--- config.mk ---
export PLATFORM = sky130hd
export DESIGN_NAME = int_addsub_unit
export DESIGN_NICKNAME = d
export VERILOG_FILES = /design/src/rtl/addsub_pkg.sv /design/src/rtl/addsub_decode.sv /design/src/rtl/addsub_operands.sv /design/src/rtl/addsub_adder.sv /design/src/rtl/int_addsub_unit.sv
export SDC_FILE = /design/constraint.sdc
export NUM_CORES = 1
export LEC_CHECK = 0
export BUFFER_PORTS_ARGS = -buffer_cell sky130_fd_sc_hd__buf_2
export CAP_MARGIN = 20
export CELL_PAD_IN_SITES_DETAIL_PLACEMENT = 1
export CELL_PAD_IN_SITES_GLOBAL_PLACEMENT = 1
export CORE_UTILIZATION = 40
export DETAILED_ROUTE_END_ITERATION = 16
export PLACE_DENSITY_LB_ADDON = 0.12
export SLEW_MARGIN = 20
export SYNTH_ARGS = -nofsm -noshare
export SYNTH_HDL_FRONTEND = slang
export SYNTH_SLANG_ARGS = --single-unit
--- constraint.sdc ---
create_clock -name clk -period 7.75 [get_ports clk]
set_input_delay 0.775 -clock clk [delete_from_list [all_inputs] [get_ports clk]]
set_output_delay 0.775 -clock clk [all_outputs]
set_load 0.03 [all_outputs]
--- src/rtl/addsub_pkg.sv ---
package addsub_pkg;

    typedef enum logic [3:0] {
        OP_ADD    = 4'd0,
        OP_ADDC   = 4'd1,
        OP_ADDE   = 4'd2,
        OP_ADDME  = 4'd3,
        OP_ADDZE  = 4'd4,
        OP_SUBF   = 4'd5,
        OP_SUBFC  = 4'd6,
        OP_SUBFE  = 4'd7,
        OP_SUBFME = 4'd8,
        OP_SUBFZE = 4'd9,
        OP_NEG    = 4'd10,
        OP_ADDI   = 4'd11,
        OP_ADDIS  = 4'd12,
        OP_ADDIC  = 4'd13,
        OP_SUBFIC = 4'd14,
        OP_SUBFIS = 4'd15
    } op_e;

    typedef enum logic [2:0] {
        YSEL_REG  = 3'd0,
        YSEL_ONES = 3'd1,
        YSEL_ZERO = 3'd2,
        YSEL_SEXT = 3'd3,
        YSEL_HIGH = 3'd4
    } ysel_e;

    typedef enum logic [1:0] {
        CIN_ZERO = 2'd0,
        CIN_ONE  = 2'd1,
        CIN_CA   = 2'd2
    } cinsel_e;

    typedef struct packed {
        logic    invert_x;
        logic    zero_x_ok;
        ysel_e   ysel;
        cinsel_e cinsel;
        logic    writes_ca;
        logic    ov_allowed;
        logic    cr_allowed;
    } ctrl_t;

endpackage

--- src/rtl/addsub_decode.sv ---
module addsub_decode
    import addsub_pkg::*;
(
    input  logic [3:0] op,
    output ctrl_t      ctrl
);
    always_comb begin
        ctrl            = '0;
        ctrl.ysel       = YSEL_REG;
        ctrl.cinsel     = CIN_ZERO;
        ctrl.ov_allowed = 1'b1;
        ctrl.cr_allowed = 1'b1;
        unique case (op_e'(op))
            OP_ADD:    ;
            OP_ADDC:   ctrl.writes_ca = 1'b1;
            OP_ADDE:   begin ctrl.writes_ca = 1'b1; ctrl.cinsel = CIN_CA; end
            OP_ADDME:  begin ctrl.writes_ca = 1'b1; ctrl.cinsel = CIN_CA; ctrl.ysel = YSEL_ONES; end
            OP_ADDZE:  begin ctrl.writes_ca = 1'b1; ctrl.cinsel = CIN_CA; ctrl.ysel = YSEL_ZERO; end
            OP_SUBF:   begin ctrl.invert_x = 1'b1; ctrl.cinsel = CIN_ONE; end
            OP_SUBFC:  begin ctrl.invert_x = 1'b1; ctrl.cinsel = CIN_ONE; ctrl.writes_ca = 1'b1; end
            OP_SUBFE:  begin ctrl.invert_x = 1'b1; ctrl.cinsel = CIN_CA; ctrl.writes_ca = 1'b1; end
            OP_SUBFME: begin
                ctrl.invert_x = 1'b1; ctrl.cinsel = CIN_CA;
                ctrl.writes_ca = 1'b1; ctrl.ysel = YSEL_ONES;
            end
            OP_SUBFZE: begin
                ctrl.invert_x = 1'b1; ctrl.cinsel = CIN_CA;
                ctrl.writes_ca = 1'b1; ctrl.ysel = YSEL_ZERO;
            end
            OP_NEG:    begin ctrl.invert_x = 1'b1; ctrl.cinsel = CIN_ONE; ctrl.ysel = YSEL_ZERO; end
            OP_ADDI:   begin
                ctrl.ysel = YSEL_SEXT; ctrl.zero_x_ok = 1'b1;
                ctrl.ov_allowed = 1'b0; ctrl.cr_allowed = 1'b0;
            end
            OP_ADDIS:  begin
                ctrl.ysel = YSEL_HIGH; ctrl.zero_x_ok = 1'b1;
                ctrl.ov_allowed = 1'b0; ctrl.cr_allowed = 1'b0;
            end
            OP_ADDIC:  begin ctrl.ysel = YSEL_SEXT; ctrl.writes_ca = 1'b1; ctrl.ov_allowed = 1'b0; end
            OP_SUBFIC: begin
                ctrl.ysel = YSEL_SEXT; ctrl.writes_ca = 1'b1; ctrl.ov_allowed = 1'b0;
                ctrl.invert_x = 1'b1; ctrl.cinsel = CIN_ONE;
            end
            OP_SUBFIS: begin
                ctrl.ysel = YSEL_HIGH; ctrl.invert_x = 1'b1; ctrl.cinsel = CIN_ONE;
                ctrl.ov_allowed = 1'b0; ctrl.cr_allowed = 1'b0;
            end
            default: ;
        endcase
    end
endmodule

--- src/rtl/addsub_operands.sv ---
module addsub_operands
    import addsub_pkg::*;
#(
    parameter int XLEN  = 32,
    parameter int IMM_W = 16
) (
    input  ctrl_t             ctrl,
    input  logic              ra_is_zero,
    input  logic [XLEN-1:0]   ra_val,
    input  logic [XLEN-1:0]   rb_val,
    input  logic [IMM_W-1:0]  imm,
    input  logic              ca_in,
    output logic [XLEN-1:0]   x_opnd,
    output logic [XLEN-1:0]   y_opnd,
    output logic              cin
);
    localparam int PAD_W = XLEN - IMM_W;

    logic [XLEN-1:0] a_eff;
    logic [XLEN-1:0] imm_sext;
    logic [XLEN-1:0] imm_high;

    assign imm_sext = {{PAD_W{imm[IMM_W-1]}}, imm};
    assign imm_high = {imm, {PAD_W{1'b0}}};

    always_comb begin
        a_eff  = (ctrl.zero_x_ok && ra_is_zero) ? '0 : ra_val;
        x_opnd = ctrl.invert_x ? ~a_eff : a_eff;
        unique case (ctrl.ysel)
            YSEL_ONES: y_opnd = '1;
            YSEL_ZERO: y_opnd = '0;
            YSEL_SEXT: y_opnd = imm_sext;
            YSEL_HIGH: y_opnd = imm_high;
            default:   y_opnd = rb_val;
        endcase
        unique case (ctrl.cinsel)
            CIN_ONE: cin = 1'b1;
            CIN_CA:  cin = ca_in;
            default: cin = 1'b0;
        endcase
    end
endmodule

--- src/rtl/addsub_adder.sv ---
module addsub_adder #(
    parameter int XLEN = 32
) (
    input  logic [XLEN-1:0] x_opnd,
    input  logic [XLEN-1:0] y_opnd,
    input  logic            cin,
    output logic [XLEN-1:0] sum,
    output logic            cout,
    output logic            ovf
);
    localparam int MSB = XLEN - 1;

    logic [XLEN:0] wide;

    assign wide = {1'b0, x_opnd} + {1'b0, y_opnd} + {{XLEN{1'b0}}, cin};
    assign sum  = wide[MSB:0];
    assign cout = wide[XLEN];
    assign ovf  = (x_opnd[MSB] == y_opnd[MSB]) && (sum[MSB] != x_opnd[MSB]);
endmodule

--- src/rtl/int_addsub_unit.sv ---
module int_addsub_unit
    import addsub_pkg::*;
#(
    parameter int XLEN  = 32,
    parameter int IMM_W = 16
) (
    input  logic              clk,
    input  logic              rst_n,
    input  logic              in_valid,
    input  logic [3:0]        op,
    input  logic              oe,
    input  logic              rc,
    input  logic              ra_is_zero,
    input  logic [XLEN-1:0]   ra_val,
    input  logic [XLEN-1:0]   rb_val,
    input  logic [IMM_W-1:0]  imm,
    input  logic              ca_in,
    input  logic              so_in,
    output logic              out_valid,
    output logic [XLEN-1:0]   result,
    output logic              ca_out,
    output logic              ca_wr,
    output logic              ov_out,
    output logic              ov_wr,
    output logic              so_out,
    output logic [3:0]        cr0,
    output logic              cr0_wr
);
    localparam int MSB = XLEN - 1;

    typedef struct packed {
        logic            valid;
        logic [XLEN-1:0] res;
        logic            ca;
        logic            ca_we;
        logic            ov;
        logic            ov_we;
        logic            so;
        logic [3:0]      cr;
        logic            cr_we;
    } stage_t;

    ctrl_t           ctrl;
    logic [XLEN-1:0] x_opnd, y_opnd, sum;
    logic            cin, cout, ovf;
    stage_t          st_d, st_q;

    addsub_decode u_dec (.op(op), .ctrl(ctrl));

    addsub_operands #(.XLEN(XLEN), .IMM_W(IMM_W)) u_opnd (
        .ctrl(ctrl), .ra_is_zero(ra_is_zero), .ra_val(ra_val), .rb_val(rb_val),
        .imm(imm), .ca_in(ca_in), .x_opnd(x_opnd), .y_opnd(y_opnd), .cin(cin)
    );

    addsub_adder #(.XLEN(XLEN)) u_add (
        .x_opnd(x_opnd), .y_opnd(y_opnd), .cin(cin),
        .sum(sum), .cout(cout), .ovf(ovf)
    );

    always_comb begin
        logic rec_ov, new_so;
        rec_ov      = in_valid && oe && ctrl.ov_allowed;
        new_so      = so_in | (rec_ov & ovf);
        st_d        = '0;
        st_d.valid  = in_valid;
        if (in_valid) begin
            st_d.res   = sum;
            st_d.ca_we = ctrl.writes_ca;
            st_d.ca    = ctrl.writes_ca ? cout : ca_in;
            st_d.ov_we = rec_ov;
            st_d.ov    = rec_ov & ovf;
            st_d.so    = new_so;
            st_d.cr_we = rc && ctrl.cr_allowed;
            if (st_d.cr_we) begin
                st_d.cr = {sum[MSB], !sum[MSB] && (sum != '0), sum == '0, new_so};
            end
        end
    end

    always_ff @(posedge clk) begin
        if (!rst_n) st_q <= '0;
        else        st_q <= st_d;
    end

    assign out_valid = st_q.valid;
    assign result    = st_q.res;
    assign ca_out    = st_q.ca;
    assign ca_wr     = st_q.ca_we;
    assign ov_out    = st_q.ov;
    assign ov_wr     = st_q.ov_we;
    assign so_out    = st_q.so;
    assign cr0       = st_q.cr;
    assign cr0_wr    = st_q.cr_we;
endmodule

==> results.md, run 1 <==
Outcome:
- The run finished with clean final reports.

Routing:
- After detailed routing, the wire length on met1 is 8200 µm.
- The uppermost metal layer occupied by signal nets is met4.
- The residual antenna-violating net count after detailed routing is 0.
- The detailed-route wire length is 16700 µm.
- The met2 wire length is 7300 µm.
- The DRC violations left is 0.
- The detailed-router iteration count before antenna repair is 5.
- The detailed router placed 5096 vias in this run.
- Using the TritonRoute via totals, the vias-per-cell ratio works out to 5.71.
- The DRC violation total after the first TritonRoute iteration is 240.
- The met3 wire length is 816 µm.
- After detailed routing, the average wire length per cell comes to 18.7 µm.

Floorplanning:
- The number of placement rows is 38.
- The core region is 0.0110 mm².
- The area of the die is 0.0119 mm².
- For this design the top-level I/O count stands at 135.
- The die is 109 µm tall.
- For this configuration, the core starts out at a cell density of 0.416.
- The width of the chip is 109 µm.

Layout:
- The final net count is 878.
- The most common cell after layout, fill and taps aside is buf_2.
- In the final layout, the share of cells above drive strength 1 is 0.221.
- The multi-input combinational cells in the finished layout cover a total of 0.00348 mm².
- The top cell types in the final layout, fill and taps aside, are buf_2 (134), nand2_1 (90), nor2_1 (72).
- The number of diodes is 0.
- Compared with the post-synthesis result, the final layout area differs by 17.6%.
- The layout has 1459 filler cells.
- The total area of sequential cells is 861 µm².

STA:
- For the final routed database, the setup TNS stands at 0 ns.
- The worst relative slew slack is 0.227.
- Setup repair after global routing left no endpoint under its margin.
- Setup violations remaining at the end of the flow were counted as 0.
- The achievable clock frequency is 187 MHz.
- The count of final hold-check violations is 0.
- The post-route fraction of the period consumed by the critical path is 0.689.
- The tightest hold path in the finished design has a slack of 0.721 ns.
- The final period demand of the worst path is 5.34 ns.
- The number of max-slew violations in the final report is 0.
- At the pin with the least slew margin, the transition time is 1.15 ns.

Setup path:
- By startpoint and endpoint, the worst setup path is classified as in -> reg.
- The kind of end point of the critical path is a register.
- The largest single stage delay on the critical path is 0.63 ns.
- Traced cell by cell, the critical path runs through buf_2 -> nand2_1 -> nor2_2 -> a211o_1 -> xor2_1 -> fa_1 -> fa_1 -> a21o_1 -> a311oi_2 -> nor4_2 -> nor4_1 -> xor2_1 -> o211ai_2 -> nor4_1 -> and4_1 -> and4_1.
- The kind of start point of the critical path is an input pin.
- Among all stages on the critical path, the largest delay is contributed by a211o_1.
- The critical-path maximum fanout is 18.
- The data required time of the worst path is 7.97 ns.
- The critical path data arrival time is 5.56 ns.

Clocking:
- Gates resized during post-CTS repair numbered 0.
- Clock-pin slew was measured on the worst setup and hold paths at 0.06 ns.
- The clock tree buffer depth is 2.
- The clock buffer count from CTS is 5.
- The cell at the root of the clock tree is clkbuf_16.
- The setup fix buffers added after clock tree synthesis is 0.
- TritonCTS built the clock tree.
- The count of hold buffers inserted by post-cts repair is 0.
- The clock net in this run drives a total of 43 sinks.
- The H-tree was split into 2 levels.

Logic synthesis:
- For this run, the number of Yosys warnings is 0.
- The proportion of register bits with asynchronous set or reset after synthesis is 0.
- For this run, the register share of the synthesized area comes to 0.188.
- The most instantiated flip-flop cell in the synthesis netlist is dfxtp_1.
- The instance count of the mapped netlist is 654.
- The post-synthesis cell area is 0.00459 mm².
- The number of nets handed over by synthesis was 781.
- The number of different library cells used by synthesis comes to 71.
- A synthesized cell averages 7.02 µm².
- After synthesis the netlist holds a flip-flop and latch count of 43.
- The number of enable-type register cells in the synthesized netlist is 0.

Power:
- The power density over the cells is 230 mW/mm².
- The leakage component of the power is 0.00259 µW.
- The post-route total power is 1240 µW.
- VDD sags by at most 0.000287 V.

Global routing:
- The initial antenna violation count is 0.
- Entering global routing, the biggest net connects 35 pins.
- The first-pass GRT wire length is 26300 µm.
- In the global route stage, overall resource usage came out at 0.288.
- The overall overflow remaining after global route is 0.
- The number of global-route vias before repair came to 5007.

Placement:
- Routability-driven placement finished with a final weighted congestion of 0.880.
- During placement, the flow inserted port buffers numbering 134.
- After legalization and detailed placement, the total HPWL measured 13800 µm.

Worst hold path:
- The tightest min-delay check is of the in -> reg type.

Job:
- Across the run, the number of max-cap violations was 0.
critical path: cells and delay by family:
kind | cells | cell delay, ns
AND/OR/NAND/NOR | 7 | 1.74
AO/OA/AOI/OAI | 4 | 1.44
adder cells (fa/ha/maj) | 2 | 0.91
XOR/XNOR | 2 | 0.48
buffers and inverters | 1 | 0.19
cells by family (layout without fill, tap and decap cells):
family / count (synthesis) / after routing / share of synthesized area
simple gates: 255 / 255 / 0.265
compound gates: 202 / 202 / 0.277
xor+xnor: 60 / 60 / 0.115
buf+inv: 58 / 156 / 0.0553
flops: 43 / 43 / 0.188
fa+ha+maj: 35 / 35 / 0.0987
mux: 1 / 1 / 0.00245
power breakdown:
group	switching (µW)	internal (µW)
clock	80.7	119
combinational	506	279
sequential	6.30	252
cell usage after synthesis (all sizes together) (5+ instances only):
master | n | area [µm²]
a21o | 13 | 98.9
o21ai | 48 | 240
nor2b | 5 | 31.3
o21a | 5 | 37.5
and4 | 6 | 52.6
nor3 | 9 | 45.0
nor3b | 5 | 37.5
xnor2 | 15 | 131
ha | 33 | 413
nor4 | 6 | 43.8
nand3 | 12 | 65.1
nand2 | 91 | 344
a21oi | 71 | 363
clkbuf | 40 | 166
a31oi | 8 | 50.1
buf | 9 | 53.8
a22oi | 18 | 135
nand4 | 12 | 75.1
dfxtp | 43 | 861
o211ai | 7 | 57.6
and2 | 15 | 96.3
xor2 | 45 | 394
inv | 9 | 33.8
and3 | 9 | 57.6
nor2 | 73 | 274
worst paths after layout:
check,cells past startpoint,startpoint,end,slack [ns]
max,16,op[1],cr0[1],2.41
min,3,so_in,so_out,0.72
sequential cells by signal, summed over array words and instances (netlist names):
signal and flops:
ov_out 1, out_valid 1, cr0 4, ca_wr 1, cr0_wr 1, ov_wr 1, result 32, so_out 1
ca_out 1
cell type report:
class	instances	share of cell area
clock buffer	6	0.0239
multi-input combinational	553	0.644
inverter	9	0.00626
sequential	43	0.160
timing repair buffer	139	0.131
tap	140	0.0325
clock inverter	2	0.00232
metrics by stage:
step	setup slack (ns)	utilization	std cells	area (µm²)
final	2.41	0.489	892	5400
after global routing	2.02	0.489	892	5400
after CTS	2.13	0.489	892	5390
after detailed placement	1.86	0.476	884	5250
after global placement	2.00	0.476	884	5250
after floorplan	2.97	-	654	4590
metal layers:
metal  vias to the layer above  track usage
li1                       2506            -
met1                      2384        0.412
met4                         0       0.0849
met5                         -            0
met2                       182        0.456
met3                        24       0.0191
No activity file was read; power rests on OpenSTA's default activity.
==> run 2, diff against run 1 <==
CORE_UTILIZATION = 34   (was 40)
clock period = 4.9 ns   (was 7.75 ns; I/O delays follow)
==> results.md, run 2 (synthesis results as in run 1) <==
Floorplanning:
- The floorplan step set the die height to 118 µm.
- For this configuration, the core starts out at a cell density of 0.348.
- The floorplan has 42 rows.
- 135 I/O pins were placed.
- The area of the die is 0.0140 mm².
- The width of the chip is 118 µm.
- The placeable core region is 0.0132 mm².

Routing:
- The wire length per cell is 17.6 µm.
- The detail route stage leaves a number of antenna-violating nets equal to 0.
- The first routing iteration left 262 violations.
- The detailed-route wire length is 16700 µm.
- The detailed router placed 5059 vias in this run.
- Dividing the detail-routed via count by the number of cells gives 5.33.
- The DRC violations left is 0.
- The detailed-router iteration count before antenna repair is 4.

Clocking:
- The setup fix buffers added after clock tree synthesis is 0.
- The clock passes through at most 2 buffers.
- TritonCTS built the clock tree.
- The number of gates given a new drive strength after cts is 0.
- The total number of H-tree levels is 2.
- The total clock sinks is 43.
- The number of clock buffers added by TritonCTS is 5.
- For this design, the CTS-stage hold fixing added 0 buffers.
- The cell at the root of the clock tree is clkbuf_16.
- Clock-pin slew was measured on the worst setup and hold paths at 0.06 ns.

Global routing:
- Entering global routing, the biggest net connects 33 pins.
- The first-pass GRT wire length is 27100 µm.
- The initial antenna violation count is 0.
- The number of global-route vias before repair is 5250.
- The total overflow left after global routing is 0.
- In the global route stage, overall resource usage came out at 0.243.

Layout:
- Leaving out fill and tap cells, the most frequent cell in the layout is buf_2.
- The library cells used most frequently in the layout, excluding fill and tap cells, are buf_2 (134), nand2_1 (90), nor2_1 (73).
- The number of diodes is 0.
- The fraction of the core area covered by cells at the end of the flow is 0.429.
- With fillers left out, the area of the finished cells amounts to 0.00566 mm².
- The share of post-route cells with drive strength above 1 is 0.242.
- The flip-flop count of the largest register, all copies and words added is 32.
- At the end of the flow, the number of nets in the layout was 900.
- From synthesis to final layout, the design area changed by 23.4%.

STA:
- For the pin with the worst max-slew slack, the measured transition is 1.04 ns.
- In the finished design, the share of the clock period the worst path needs comes to 0.922.
- Setup repair after global routing left no endpoint under its margin.
- The worst pin sits at a relative slew slack of 0.307.
- For this run, the top clock speed supported by timing is 221 MHz.
- The count of final hold-check violations is 0.
- The number of max-slew violations in the final report is 0.
- Setup violations remaining at the end of the flow were counted as 0.
- After routing, the total negative slack on setup checks comes to 0 ns.
- The worst path needs 4.52 ns of the cycle, external delays included.

Setup path:
- The kind of start point of the critical path is an input pin.
- For the worst setup path, the data required time is 5.13 ns.
- The kind of critical path is in -> reg.
- At the worst endpoint, the arrival time is 4.74 ns.
- In this run the worst path has a maximum fanout of 10.
- STA classifies the critical path endpoint as a register.

Power:
- The power density over the cells is 375 mW/mm².
- In this run the static leakage power is 0.00273 µW.
- VDD sags by at most 0.000140 V.

Job:
- The total of max-cap violations is 0.

Worst hold path:
- The worst hold path was traced through 3 stages.
- In this run the worst hold path is classified as in -> reg.

Outcome:
- The run finished with clean final reports.

Placement:
- The last weighted congestion value of the routability-driven placer is 0.871.
- Once placement finished, the instance area stood at 0.00548 mm².
- The quantity of I/O buffers inserted on ports is 134.
- Detailed placement ended at an HPWL of 14300 µm.
[run 2: changes by cell type in the layout (fill, tap and decap cells not counted), sizes merged]
| cell | previous run | this run |
|---|---|---|
| bufinv | 0 | 2 |
| buf | 139 | 161 |
| clkinv | 1 | 0 |
| clkinvlp | 1 | 0 |
[run 2: routing by layer]
layer / up-vias / GRT usage / share of wire
met3: 15 / 0.0193 / 0.039
met5: - / 0 / 0
met4: 0 / 0.0633 / 0.017
li1: 2557 / - / -
met1: 2352 / 0.348 / 0.51
met2: 135 / 0.389 / 0.43
[run 2: worst paths after layout]
check             start     end
setup / recovery  op[2]  cr0[1]
hold / removal    so_in  so_out
[run 2: metrics by stage]
stage	total power, µW	setup WS [ns]	hold WS (ns)	cells
floorplan	1310	0.406	0.618	654
global placement	1680	0.144	0.727	942
detailed placement	1700	0.0692	0.734	942
CTS	2130	0.345	0.436	950
global route	2280	0.0110	0.469	950
finish	2120	0.384	0.438	950
[run 2: area by class of cell]
type,count,area (µm²)
fill,1735,7530
multi-input combinational,553,3470
timing repair buffer,161,886
sequential,43,861
tap,176,220
clock buffer,6,129
clock inverter,2,60.1
inverter,9,33.8
[run 2: worst max-delay path, cell delays in order]
cell and delay, ns:
buf_2 0.15, nor2b_1 0.17, o21bai_1 0.17, a32oi_1 0.22, inv_1 0.07, ha_1 0.19, a21oi_1 0.14, nor2_1 0.08
fa_1 0.41, fa_1 0.43, a21o_1 0.23, a311oi_2 0.44, o21bai_2 0.15, o21ai_0 0.23, nor4b_1 0.33, o21ai_1 0.13
nor4_1 0.29, and4_1 0.26, and4_1 0.16
[run 2: power by group]
| part | internal, µW | switching (µW) |
|---|---|---|
| clock network | 292 | 129 |
| logic | 486 | 806 |
| registers | 399 | 11.2 |
| total | 1180 | 946 |
==> run 3, diff against run 2 <==
ABC_AREA = 1   (was not set)
CORE_UTILIZATION = 32   (was 34)
SETUP_SLACK_MARGIN = 0.2   (was not set)
SLEW_MARGIN = 5   (was 20)
==> results.md, run 3 <==
Routing:
- For this block, the via count after detailed routing is 5764.
- Before antenna repair, the detailed router went through 4 iterations.
- The detailed-route wire length is 18700 µm.
- Dividing the detail-routed via count by the number of cells gives 4.62.
- The DRC violation total after the first TritonRoute iteration is 198.
- The residual antenna-violating net count after detailed routing is 0.
- After detailed routing, the average wire length per cell comes to 15.0 µm.
- For this run, design rule violations remaining after detail routing come to 0.

Setup path:
- STA puts the critical path data arrival time at 4.35 ns.
- The startpoint of the most critical setup path is op[0].
- Along the worst path, the maximum fanout reaches 26.
- The kind of end point of the critical path is a register.
- At the worst endpoint, the required time is 5.07 ns.
- The critical path is of the in -> reg type.
- The kind of start point of the critical path is an input pin.

Placement:
- The HPWL after detailed placement is 16400 µm.
- At the end of routability-driven placement, the weighted congestion stood at 0.935.
- Buffers placed on the I/O ports in this run total 134.

STA:
- Measured against its own limit, the worst slew margin works out to 0.555.
- Setup repair after global routing left no endpoint under its margin.
- The number of max-slew violations in the final report is 0.
- Setup violations remaining at the end of the flow were counted as 0.
- The setup TNS is 0 ns.
- The slew at the pin with the worst max-slew slack is 0.667 ns.
- The post-route fraction of the period consumed by the critical path is 0.853.
- The final period demand of the worst path is 4.18 ns.
- The count of final hold-check violations is 0.
- The achievable clock frequency is 239 MHz.

Layout:
- The fill cell total of the finished layout is 2259.
- The register with the most flip-flops in the layout has 32 of them.
- In the final layout, the share of cells above drive strength 1 is 0.185.
- The fraction of the core area covered by cells at the end of the flow is 0.398.
- The area added between synthesis and finish is 20.2%.
- The number of diodes is 0.
- After the last flow step, the layout net total stands at 1162.
- The library cell used most frequently in the layout, excluding fill and tap cells, is nand2_1.
- The top cell types in the final layout, fill and taps aside, are nand2_1 (319), inv_1 (155), buf_2 (134).

Power:
- The net switching power figure is 1220 µW.
- The fraction of power spent switching nets is 0.530.
- For this design the ratio of total power to cell area is 378 mW/mm².
- Power comes to 2310 µW.
- The share of total power dissipated in sequential elements is 0.177.
- The leakage component of the power is 0.00360 µW.
- The combinational share of power is 0.682.
- The cell-internal power is 1080 µW.
- Of the total power, the clock network draws 0.141.
- The worst-case IR drop observed on VDD is 0.000185 V.

Floorplanning:
- After floorplanning, the core was sized to cover 0.0153 mm².
- The floorplan step defined a die boundary enclosing 0.0164 mm².
- The vertical extent of the die is 128 µm.
- The initial utilization of the core area, before any placement, comes to 0.331.
- In this run the horizontal extent of the chip is 128 µm.
- In this run the core area contains 45 standard-cell rows.
- The number of top-level pins is 135.

Logic synthesis:
- Counting flops with an async set or reset pin after synthesis yields a share of 0.
- The most used flip-flop cell after synthesis is dfxtp_1.
- The dominant cell type by area after synthesis is nand2_1.
- The synthesized netlist contains 39 unique library cells.
- Of the post-synthesis cell area, the dominant cell type holds 0.236.
- The instance count of the mapped netlist is 907.
- The post-synthesis net count is 1034.
- In the synthesized netlist, the cells that appear most often are nand2_1 (319), inv_1 (155), nor2_1 (96).
- The post-synthesis cell area is 0.00507 mm².
- The warning count from the yosys run is 0.
- After synthesis the netlist holds a flip-flop and latch count of 43.
- nand2_1 is the most common cell in the netlist.
- Yosys attributes the largest share of cell area to nand2_1 (24%), dfxtp_1 (17%), inv_1 (11%).
- Dividing the synthesized area by the synthesized cell count gives 5.59 µm².
- The number of enable-type register cells in the synthesized netlist is 0.
- The fraction of the yosys area taken by sequential cells is 0.170.

Clocking:
- After clock tree synthesis, the clock-pin slew on the worst setup and hold paths is 0.06 ns.
- In this run the post-CTS setup repair buffer count came out at 0.
- For this design, the sink count on the clock tree is 43.
- In this run the deepest clock path goes through 2 buffers.
- In this run, post-CTS repair resized a total of 0 instances.
- The clock buffer count from CTS is 5.
- In this run the clock root is driven by a clkbuf_16.
- The total number of H-tree levels is 2.
- The TritonCTS clock tree is yes.
- The count of hold buffers inserted by post-cts repair is 0.

Global routing:
- The met3 layer usage reported by global route is 0.0146.
- The most congested layer reported by global routing is met2.
- The first-pass GRT wire length is 30100 µm.
- For this run, global-route usage on met1 was measured as 0.345.
- In the global route stage, met2 resource usage came out at 0.384.
- The overall overflow remaining after global route is 0.
- The number of global-route vias before repair was 5783.
- Entering global routing, the biggest net connects 38 pins.
- The initial antenna violation count was 0.
- In the global route stage, overall resource usage came out at 0.238.

Worst hold path:
- The path class of the tightest hold or removal check is in -> reg.
- The sink of the worst hold path is so_out.
- Along the worst hold path, the cell count comes to 3.
- The worst hold path begins at so_in.

Outcome:
- The flow ran to the end, and the final reports show no timing, DRC or antenna violations.

Job:
- The tool flagged a number of max-cap violations equal to 0.
[run 3: cell count changes in the layout (fill, tap and decap cells not counted), moves of 18 or more]
| cell | previous run | this run |
|---|---|---|
| nand2_1 | 90 | 319 |
| inv_1 | 9 | 155 |
| xor2_1 | 45 | 2 |
| o21ai_0 | 44 | 3 |
| nand3_1 | 11 | 39 |
| nor2_1 | 73 | 96 |
| buf_4 | 26 | 5 |
| xnor2_1 | 15 | 33 |
[run 3: cells by family after synthesis]
logic type | after synthesis | share of synthesized area
AOI/OAI and AO/OA | 96 | 0.106
xor gates and xnor gates | 36 | 0.0636
adders and majority gates | 35 | 0.0893
buffers and inverters | 178 | 0.136
DFF | 43 | 0.170
and+or+nand+nor | 519 | 0.436
[run 3: layout make-up]
| cell class | instances | area [µm²] | share of cell area |
|---|---|---|---|
| clock buffer | 6 | 129 | 0.0211 |
| clock inverter | 2 | 12.5 | 0.00205 |
| inverter | 160 | 601 | 0.0985 |
| multi-input combinational | 686 | 3520 | 0.578 |
| sequential | 43 | 861 | 0.141 |
| tap | 211 | 264 | 0.0433 |
| timing repair buffer | 139 | 708 | 0.116 |
[run 3: through the flow]
stage | cells | area (µm²) | setup WS (ns) | hold WS, ns
after floorplan | 907 | 5070 | 1.26 | 0.633
after CTS | 1247 | 6100 | 0.741 | 0.476
after global placement | 1239 | 5960 | 0.518 | 0.766
after global routing | 1247 | 6100 | 0.370 | 0.494
after detailed placement | 1239 | 5960 | 0.463 | 0.773
final | 1247 | 6100 | 0.721 | 0.477
[run 3: how the worst max path moves through the flow]
stage	endpoint	slack (ns)
floorplan	cr0[2]	1.26
global placement	cr0[2]	0.52
detailed placement	cr0[2]	0.46
CTS	cr0[2]	0.74
global route	cr0[2]	0.37
finish	cr0[2]	0.72
[run 3: critical path: stages]
cell and delay [ns]:
buf_2 0.12, nand2_1 0.13, inv_2 0.08, a22oi_1 0.24
nand3_1 0.14, nor2_1 0.27, inv_2 0.24, o21ai_1 0.19
inv_1 0.08, fa_1 0.52, fa_1 0.49, nand3_1 0.12
nand3_2 0.11, nand2_1 0.10, nand2_1 0.11, a21oi_1 0.19
xnor2_1 0.18, nor2_1 0.18, nand2_1 0.07, inv_1 0.05
nand2_1 0.08, nor2_1 0.11, nor2_1 0.05
[run 3: routing by layer]
layer / vias up / wire length, µm
met3: 17 / 596
met5: - / 0
met4: 0 / 297
met1: 2568 / 9790
met2: 141 / 7970
li1: 3038 / -
[run 3: power groups by stage]
stage                     logic [µW]  registers (µW)  clock network [µW]
after global placement          1550             416                   0
after detailed placement        1570             416                   0
after global routing            1780             412                 348
after CTS                       1580             408                 333
after floorplan                 1010             519                   0
final                           1570             407                 325
